`src/rtl/ccmd_pkg.sv`:
```
package ccmd_pkg;
  localparam int unsigned BUS_AW = 8;
  localparam int unsigned WORD_W = 32;

  localparam logic [BUS_AW-1:0] OFS_CMD  = 8'h60;
  localparam logic [BUS_AW-1:0] OFS_RSP  = 8'h64;
  localparam logic [BUS_AW-1:0] OFS_STAT = 8'h68;

  localparam int unsigned BIT_BUSY  = 0;
  localparam int unsigned BIT_VALID = 1;

  localparam logic [WORD_W-1:0] TRIG_WORD = 32'h0000_0003;
  localparam logic [WORD_W-1:0] VID_VERB  = 32'h000F_0000;

  typedef enum logic [3:0] {
    ST_IDLE, ST_RDY_RD, ST_RDY_GAP, ST_CMD_WR, ST_TRIG_WR,
    ST_SETTLE, ST_VAL_RD, ST_VAL_GAP, ST_RSP_RD
  } ccmd_state_e;
endpackage

```
`src/rtl/ccmd_cnt.sv`:
```
module ccmd_cnt #(
  parameter int unsigned W = 6
) (
  input  logic         clk,
  input  logic         rst,
  input  logic         clr,
  input  logic         inc,
  output logic [W-1:0] cnt
);
  always_ff @(posedge clk) begin
    if (rst || clr) cnt <= '0;
    else if (inc)   cnt <= cnt + 1'b1;
  end
endmodule

```
`src/rtl/ccmd_cmd_build.sv`:
```
module ccmd_cmd_build
  import ccmd_pkg::*;
#(
  parameter int unsigned CAD_W = 4
) (
  input  logic              use_vid,
  input  logic [CAD_W-1:0]  cad,
  input  logic [WORD_W-1:0] cmd_in,
  output logic [WORD_W-1:0] cmd_out
);
  logic [WORD_W-1:0] vid_q;
  assign vid_q   = {cad, {(WORD_W-CAD_W){1'b0}}} | VID_VERB;
  assign cmd_out = use_vid ? vid_q : cmd_in;
endmodule

```
`src/rtl/ccmd_engine.sv`:
```
module ccmd_engine
  import ccmd_pkg::*;
#(
  parameter int unsigned RDY_TRIES = 50,
  parameter int unsigned VAL_TRIES = 50,
  parameter int unsigned SETTLE_US = 25,
  parameter int unsigned CAD_W     = 4
) (
  input  logic              clk,
  input  logic              rst,
  input  logic              us_tick,
  input  logic              start,
  input  logic              use_vid,
  input  logic [CAD_W-1:0]  codec_addr,
  input  logic [WORD_W-1:0] cmd_word,
  output logic              busy_o,
  output logic              done,
  output logic              ok,
  output logic              err,
  output logic [WORD_W-1:0] rsp,
  output logic              bus_req,
  output logic              bus_we,
  output logic [BUS_AW-1:0] bus_addr,
  output logic [WORD_W-1:0] bus_wdata,
  input  logic [WORD_W-1:0] bus_rdata,
  input  logic              bus_ack
);
  localparam int unsigned MAX_TRY = (RDY_TRIES > VAL_TRIES) ? RDY_TRIES : VAL_TRIES;
  localparam int unsigned MAX_CNT = (MAX_TRY > SETTLE_US) ? MAX_TRY : SETTLE_US;
  localparam int unsigned CNT_W   = $clog2(MAX_CNT + 1);

  ccmd_state_e       state;
  logic [WORD_W-1:0] cmd_sel, cmd_q;
  logic [CNT_W-1:0]  try_cnt, wait_cnt;
  logic              try_clr, try_inc, wait_clr, wait_inc;
  logic              rdy_last, val_last, settle_end, stat_busy, resp_valid;

  ccmd_cmd_build #(.CAD_W(CAD_W)) u_build (
    .use_vid (use_vid),
    .cad     (codec_addr),
    .cmd_in  (cmd_word),
    .cmd_out (cmd_sel)
  );

  ccmd_cnt #(.W(CNT_W)) u_try (
    .clk(clk), .rst(rst), .clr(try_clr), .inc(try_inc), .cnt(try_cnt)
  );

  ccmd_cnt #(.W(CNT_W)) u_wait (
    .clk(clk), .rst(rst), .clr(wait_clr), .inc(wait_inc), .cnt(wait_cnt)
  );

  assign stat_busy  = bus_rdata[BIT_BUSY];
  assign resp_valid = bus_rdata[BIT_VALID] && !bus_rdata[BIT_BUSY];
  assign rdy_last   = (try_cnt == CNT_W'(RDY_TRIES - 1));
  assign val_last   = (try_cnt == CNT_W'(VAL_TRIES - 1));
  assign settle_end = us_tick && (wait_cnt == CNT_W'(SETTLE_US - 1));

  assign try_clr  = (state == ST_IDLE) || (state == ST_SETTLE);
  assign try_inc  = bus_ack && ((state == ST_RDY_RD) || (state == ST_VAL_RD));
  assign wait_clr = (state != ST_SETTLE);
  assign wait_inc = (state == ST_SETTLE) && us_tick;

  always_ff @(posedge clk) begin
    if (rst) begin
      state     <= ST_IDLE;
      cmd_q     <= '0;
      busy_o    <= 1'b0;
      done      <= 1'b0;
      ok        <= 1'b0;
      err       <= 1'b0;
      rsp       <= '0;
      bus_req   <= 1'b0;
      bus_we    <= 1'b0;
      bus_addr  <= '0;
      bus_wdata <= '0;
    end else begin
      done <= 1'b0;
      ok   <= 1'b0;
      err  <= 1'b0;
      unique case (state)
        ST_IDLE: if (start) begin
          cmd_q    <= cmd_sel;
          busy_o   <= 1'b1;
          bus_req  <= 1'b1;
          bus_we   <= 1'b0;
          bus_addr <= OFS_STAT;
          state    <= ST_RDY_RD;
        end
        ST_RDY_RD: if (bus_ack) begin
          bus_req <= 1'b0;
          if (!stat_busy) begin
            bus_req   <= 1'b1;
            bus_we    <= 1'b1;
            bus_addr  <= OFS_CMD;
            bus_wdata <= cmd_q;
            state     <= ST_CMD_WR;
          end else if (rdy_last) begin
            state  <= ST_IDLE;
            busy_o <= 1'b0;
            done   <= 1'b1;
            err    <= 1'b1;
            rsp    <= '0;
          end else begin
            state <= ST_RDY_GAP;
          end
        end
        ST_RDY_GAP: if (us_tick) begin
          bus_req  <= 1'b1;
          bus_we   <= 1'b0;
          bus_addr <= OFS_STAT;
          state    <= ST_RDY_RD;
        end
        ST_CMD_WR: if (bus_ack) begin
          bus_addr  <= OFS_STAT;
          bus_wdata <= TRIG_WORD;
          state     <= ST_TRIG_WR;
        end
        ST_TRIG_WR: if (bus_ack) begin
          bus_req <= 1'b0;
          bus_we  <= 1'b0;
          state   <= ST_SETTLE;
        end
        ST_SETTLE: if (settle_end) begin
          bus_req  <= 1'b1;
          bus_addr <= OFS_STAT;
          state    <= ST_VAL_RD;
        end
        ST_VAL_RD: if (bus_ack) begin
          bus_req <= 1'b0;
          if (resp_valid) begin
            bus_req  <= 1'b1;
            bus_addr <= OFS_RSP;
            state    <= ST_RSP_RD;
          end else if (val_last) begin
            state  <= ST_IDLE;
            busy_o <= 1'b0;
            done   <= 1'b1;
            err    <= 1'b1;
            rsp    <= '0;
          end else begin
            state <= ST_VAL_GAP;
          end
        end
        ST_VAL_GAP: if (us_tick) begin
          bus_req  <= 1'b1;
          bus_addr <= OFS_STAT;
          state    <= ST_VAL_RD;
        end
        ST_RSP_RD: if (bus_ack) begin
          bus_req <= 1'b0;
          state   <= ST_IDLE;
          busy_o  <= 1'b0;
          done    <= 1'b1;
          ok      <= 1'b1;
          rsp     <= bus_rdata;
        end
        default: state <= ST_IDLE;
      endcase
    end
  end
endmodule

```
`config.mk`:
```
export PLATFORM = sky130hd
export DESIGN_NAME = ccmd_engine
export DESIGN_NICKNAME = d
export VERILOG_FILES = /design/src/rtl/ccmd_pkg.sv /design/src/rtl/ccmd_cnt.sv /design/src/rtl/ccmd_cmd_build.sv /design/src/rtl/ccmd_engine.sv
export SDC_FILE = /design/constraint.sdc
export NUM_CORES = 1
export LEC_CHECK = 0
export BUFFER_PORTS_ARGS = -buffer_cell sky130_fd_sc_hd__buf_2
export CAP_MARGIN = 20
export CORE_ASPECT_RATIO = 0.7
export CORE_MARGIN = 3
export CORE_UTILIZATION = 35
export CTS_CLUSTER_SIZE = 40
export DETAILED_ROUTE_END_ITERATION = 10
export HOLD_SLACK_MARGIN = 0.03
export PLACE_DENSITY_LB_ADDON = 0.08
export SYNTH_ARGS = -nofsm -noshare
export SYNTH_HDL_FRONTEND = slang
export SYNTH_SLANG_ARGS = --single-unit
```
`constraint.sdc`:
```
create_clock -name clk -period 3.9 [get_ports clk]
set_clock_uncertainty 0.15 [all_clocks]
set_input_delay 0.195 -clock clk [delete_from_list [all_inputs] [get_ports clk]]
set_output_delay 0.195 -clock clk [all_outputs]
set_load 0.03 [all_outputs]
```
==> results.ini, run 1 <==
[outcome]
status = completed

[synthesis]
yosysTopAreaCell = dfxtp_1
ys_warn_count = 0
synth_top_flop_cell = dfxtp_1
ys_seq_area_frac = 0.448
synth_async_sr_flop_share = 0
yosysUniqueCellTypes = 59
synth_top_area_frac = 0.448
synth.area.top_cells = dfxtp_1 (45%), nand2_1 (6.4%), a21oi_1 (5.9%), nand3_2 (5.4%), o21ai_2 (4.7%)
synth_seq_cells = 121
syn_area_per_cell_um2 = 8.87
synth_area_um2 = 5400
synth_edf_count = 0
synth_cells = 609

[place]
hpwl_mm = 9.76
dp_cells = 908
port_buffers = 147
gp_congestion = 0.855
place_area_um2 = 6170

[setup_path]
end_kind = flop
r2r_cells = 6
cp.arrival_ps = 2860
startpoint_type = flop
crit_path_max_fanout = 65
path_class = reg -> reg
worstPathRequired_ps = 4060

[clock_network]
postCtsResizedCells = 0
cts_tree = done
insertion_delay_ps = 420
clock-sinks = 121
cts_buffers = 17
cts_buffer_depth = 2
clkTransAtPathRegs_ps = 50
clockRootBuffer = clkbuf_16
cts-hold-fix-buffers = 68
htreeDepth = 4
postCtsSetupBuffers = 0

[timing]
rsz0062_at_grt = no
slew_headroom = 0.449
maxSlewViolCount = 0
tns_ps = 0
post-route-period-util = 0.694
finalCriticalPeriod_ps = 2710
timing.hold.ws_ps = 38.4
hold_viol_final = 0
timing.fmax_ghz = 0.370
tightestPinTransition_ps = 827
setup_viol = 0

[finish]
utilization = 0.500
fin_cells = 1008
nets = 879
finalInstanceArea_um2 = 7460
area_growth_syn_to_layout_pct = 38.0
drive_gt1_frac = 0.315
insertedDiodeCount = 0

[route]
wirelength_mm = 15.4
drt_first_pass_iters = 5
drtIter0Drc = 405
route.vias.total = 5004
viasPerCell = 4.96
routedWlPerCell_um = 15.3
drc = 0
ant_nets = 0

[floorplanning]
io-pin-count = 152
core_area_um2 = 14900
die-area_um2 = 17000
initial_core_util = 0.362
rows = 37
die_y_um = 110
die_width_um = 155

[pwr]
power.density_nw_per_um2 = 537
leakage_nw = 2.98
vdd.ir_drop.worst_v = 0.000372

[global_route]
grt_max_degree = 76
grt_usage = 0.183
overflow = 0
first_global_vias = 4908
grt_pass1_wl_mm = 24.8
antenna_found_initial = 0

[worst_hold_path]
min_path_type = in -> reg
hold_depth = 3

[run]
max_cap_viol_count = 0

cells in the mapped netlist (3+ instances only):
cell type and count:
clkbuf_1 30, inv_1 12, o21ai_0 7, buf_4 5, dfxtp_1 121, nand4b_1 3
nand3_2 29, a21oi_1 64, nand3_1 34, ha_1 4, buf_8 3, mux2i_1 9
nand3b_1 25, nand2_1 92, nor2_1 31, xor2_1 6, nor3_1 17, and3_1 3
buf_6 6, xnor2_1 5, nand4_1 6, buf_2 11, o21ai_2 29, and2_1 3
a211oi_1 7, a21o_1 3
layer usage:
| layer | vias to the layer above | part of all wire | GRT usage |
|---|---|---|---|
| met3 | 18 | 0.061 | 0.0574 |
| met5 | - | 0 | 0 |
| met2 | 141 | 0.44 | 0.283 |
| met1 | 2337 | 0.48 | 0.244 |
| met4 | 0 | 0.015 | 0.0630 |
| li1 | 2508 | - | - |
final timing paths:
path	startpoint	to	slack, ps
max	state[1]	rsp[1]	1190
min	cmd_word[29]	cmd_q[29]	40
max reg2reg	state[1]	rsp[1]	1190
min reg2reg	bus_wdata[16]	bus_wdata[16]	300
cells by family (layout without fill, tap and decap cells):
group                    after synthesis  after routing  synth area share
AO/OA/AOI/OAI                        136            136             0.171
XOR/XNOR                              11             11            0.0178
adder cells (fa/ha/maj)                4              4           0.00926
buffers and inverters                 68            269            0.0679
flip-flops                           121            121             0.448
multiplexers                           9              9            0.0167
other                                  1              4          0.000694
AND/OR/NAND/NOR                      259            259             0.268
power breakdown:
| part | internal (mW) | switching [mW] |
|---|---|---|
| sequential | 1.35 | 0.126 |
| combinational | 0.381 | 0.630 |
| clock | 0.985 | 0.533 |
| total | 2.72 | 1.29 |
layout by cell type (no fill, tap or decap), drive strengths merged, types with 4 or more instances in the layout:
cell and instances:
a211oi 9, a21oi 64, buf 157, clkbuf 24
clkinv 4, conb 4, dfxtp 121, dlygate4sd3 68
ha 4, inv 13, mux2i 9, nand2 92
nand3 63, nand3b 25, nand4 6, nor2 31
nor3 18, nor3b 4, o21ai 38, xnor2 5
xor2 6
state kept, by name (all words and copies together), names as in the netlist, 3 cells and up:
signal	flops
bus_wdata	32
cmd_q	32
u_try.cnt	6
u_wait.cnt	6
rsp	32
bus_addr	3
state	4
metrics by stage:
step / setup slack [ps] / power, mW
after global routing: 1060 / 4.24
after detailed placement: 1240 / 2.45
after global placement: 1330 / 2.44
after CTS: 1220 / 4.04
after floorplan: 2000 / 2.19
final: 1190 / 4.01
critical path, stage by stage (launching register included):
cell and delay [ps]:
dfxtp_1 810, and4bb_2 430, o211ai_2 170, a211oi_4 320, buf_12 360, nor3b_2 90, a31o_1 210
layout make-up:
type | instances | area [µm²]
multi-input cells | 423 | 2640
flip-flops and latches | 121 | 2420
clock inverters | 7 | 91.3
well taps | 195 | 244
inverters | 13 | 48.8
repair buffers | 225 | 1520
clock buffers | 24 | 482
fillers | 1424 | 7450
Note: power is estimated with default switching activity, not from simulation.
==> inputs of run 2 (changes only) <==
==> constraint.sdc (replaced) <==
create_clock -name clk -period 2.2 [get_ports clk]
set_clock_uncertainty 0.15 [all_clocks]
set_input_delay 0.11 -clock clk [delete_from_list [all_inputs] [get_ports clk]]
set_output_delay 0.11 -clock clk [all_outputs]
set_load 0.03 [all_outputs]
==> run 2 against run 1 <==
  * Core utilization increased by 2.4 points
  * Cell count increased by 3.2%
  * Sequential power rose by 72%
  * Critical path depth stayed put
  * Via count rose by 2.6%
  * Hold slack gained 20 ps
  * Highest routed layer unchanged
  * Clock power is 81% higher
  * Die area did not move
  * Sequential cell count is the same
  * Wire length is 0.46% higher
  * Final area is 4.8% higher
  * First-iteration DRC count down 7.7%
==> results.ini, run 2 (same netlist as run 1, synthesis figures left out) <==
[timing]
timing.hold.ws_ps = 58.5  ; +20.1 ps
maxSlewViolCount = 0  ; unchanged
tightestPinTransition_ps = 588  ; -239 ps
finalCriticalPeriod_ps = 2090  ; -614 ps
finalWorstSetupSlack_ps = 108  ; -1090 ps
timing.fmax_ghz = 0.478  ; +29%
post-route-period-util = 0.951  ; +0.257
hold_viol_final = 0  ; unchanged
setup_viol = 0  ; unchanged
rsz0062_at_grt = no
tns_ps = 0  ; unchanged
slew_headroom = 0.608  ; +0.159

[setup_path]
slowest_stage = dfxtp_1
worstPathRequired_ps = 2340  ; -1720 ps
startpoint_type = flop
crit_cells = 6  ; unchanged
timing.rr.start = state[3]
critical_path.cell_chain = and4bb_2, nor2_1, o211a_1, nand4b_1, buf_4, mux2i_1
crit_path_max_fanout = 11  ; -83%
endpoint = bus_addr[2]
cp.arrival_ps = 2230  ; -630 ps
cp_top_family = simple AND/OR/NAND/NOR gates
worstPathBufferInverterCount = 1  ; unchanged
r2r_end = bus_addr[2]
r2r_cells = 6  ; unchanged
startpoint = state[3]
end_kind = flop
slowest_delay_ps = 620  ; -190 ps
path_class = reg -> reg
r2r_slack_ps = 110  ; -1090 ps

[pwr]
power_frac_comb = 0.292  ; +0.040
seq_power_share = 0.340  ; -0.029
power.density_nw_per_um2 = 956  ; +78%
p_int_mw = 5.01  ; +84%
p_switching_mw = 2.46  ; +91%
vdd.ir_drop.worst_v = 0.000586  ; +57%
leakage_nw = 3.15  ; +5.9%
p_clk_frac = 0.368  ; -0.011
power_mw = 7.47  ; +86%
swShare = 0.329  ; +0.00782

[finish]
fin_cells = 1040  ; +3.2%
reg_top3 = bus_wdata x32, cmd_q x32, rsp x32
finalInstanceArea_um2 = 7810  ; +4.8%
insertedDiodeCount = 0  ; unchanged
area_growth_syn_to_layout_pct = 44.6
drive_gt1_frac = 0.344  ; +0.0295
layout_common_cells = buf_2 (147), dfxtp_1 (121), nand2_1 (92), dlygate4sd3_1 (70), a21oi_1 (64)
final_common_cell = buf_2
nets = 911  ; +3.6%
fillers = 1375  ; -3.4%
utilization = 0.524  ; +0.0238

[floorplanning]
io-pin-count = 152  ; unchanged
core_area_um2 = 14900  ; unchanged
die-area_um2 = 17000  ; unchanged
die_width_um = 155  ; unchanged
die_y_um = 110  ; unchanged
initial_core_util = 0.362  ; unchanged
rows = 37  ; unchanged

[clock_network]
clkTransAtPathRegs_ps = 50  ; about the same
clockRootBuffer = clkbuf_16
cts_tree = done
clock-sinks = 121  ; unchanged
insertion_delay_ps = 400  ; -20 ps
cts_buffer_depth = 2  ; unchanged
htreeDepth = 4  ; unchanged
cts_buffers = 17  ; unchanged

[place]
gp_congestion = 0.840  ; -1.8%
dp_cells = 938  ; +3.3%
port_buffers = 147  ; unchanged
pre_cts_slack_ps = 98.5  ; -1140 ps
hpwl_mm = 10.4  ; +6.6%
place_area_um2 = 6510  ; +5.5%

[global_route]
grt_usage = 0.183  ; about the same
antenna_found_initial = 0  ; unchanged
overflow = 0  ; unchanged
grt_pass1_wl_mm = 25.2  ; +1.6%
first_global_vias = 5006  ; +2.0%
grt_max_degree = 38  ; -50%

[route]
drt_first_pass_iters = 5  ; unchanged
route.vias.total = 5132  ; +2.6%
wirelength_mm = 15.5  ; +0.46%
ant_nets = 0  ; unchanged
routedWlPerCell_um = 14.9  ; -2.6%
drc = 0  ; unchanged
viasPerCell = 4.93  ; -0.60%
drtIter0Drc = 374  ; -7.7%

[worst_hold_path]
hold_depth = 3  ; unchanged
min_path_type = in -> reg

[outcome]
status = completed

[run]
max_cap_viol_count = 0  ; unchanged

[run 2: cell count changes in the layout (fill, tap and decap cells not counted), sizes merged]
| cell | change |
|---|---|
| clkbuf | -6 |
| clkinvlp | +2 |
| dlygate4sd3 | +2 |
| inv | +2 |
| buf | +30 |
| clkinv | +2 |
[run 2: tightest hold or removal path, delay by kind of cell]
family                 cells  cell delay (ps)
buffers and inverters      2              350
and+or+nand+nor            1              110
[run 2: how the worst min path moves through the flow]
| stage | from | end | slack [ps] |
|---|---|---|---|
| floorplan | bus_rdata[10] | rsp[10] | 80 |
| global placement | bus_rdata[21] | rsp[21] | 170 |
| finish | rst | bus_we | 60 |
| CTS | rst | cmd_q[2] | 50 |
| global route | rst | cmd_q[12] | 60 |
| detailed placement | bus_rdata[11] | rsp[11] | 180 |
[run 2: what timing repair did]
action,in CTS,in global routing
endpoints found under the setup margin,0,5
buffers inserted,0,1
hold buffers,70,0
endpoints found under the hold margin,71,0
gates resized for setup,0,1
[run 2: final cells by class]
cell class,count,area (µm²),area share
repair buffers,257,1860,0.238
multi-input cells,423,2650,0.339
inverters,13,48.8,0.00625
clock inverters,13,145,0.0186
flip-flops and latches,121,2420,0.310
clock buffers,18,439,0.0562
well taps,195,244,0.0312
[run 2: power groups by stage]
stage               combinational [mW]  clock (mW)  sequential (mW)
floorplan                         1.22           0             2.67
global placement                  2.02           0             2.57
detailed placement                2.02           0             2.58
CTS                               2.13        2.81             2.54
global route                      2.38        2.92             2.57
finish                            2.18        2.75             2.54
[run 2: routing by layer]
| layer | part of all wire | track usage | wire (µm) |
|---|---|---|---|
| met2 | 0.44 | 0.280 | 6750 |
| met5 | 0 | 0 | 0 |
| met4 | 0.011 | 0.0510 | 167 |
| met1 | 0.50 | 0.256 | 7660 |
| met3 | 0.057 | 0.0500 | 889 |
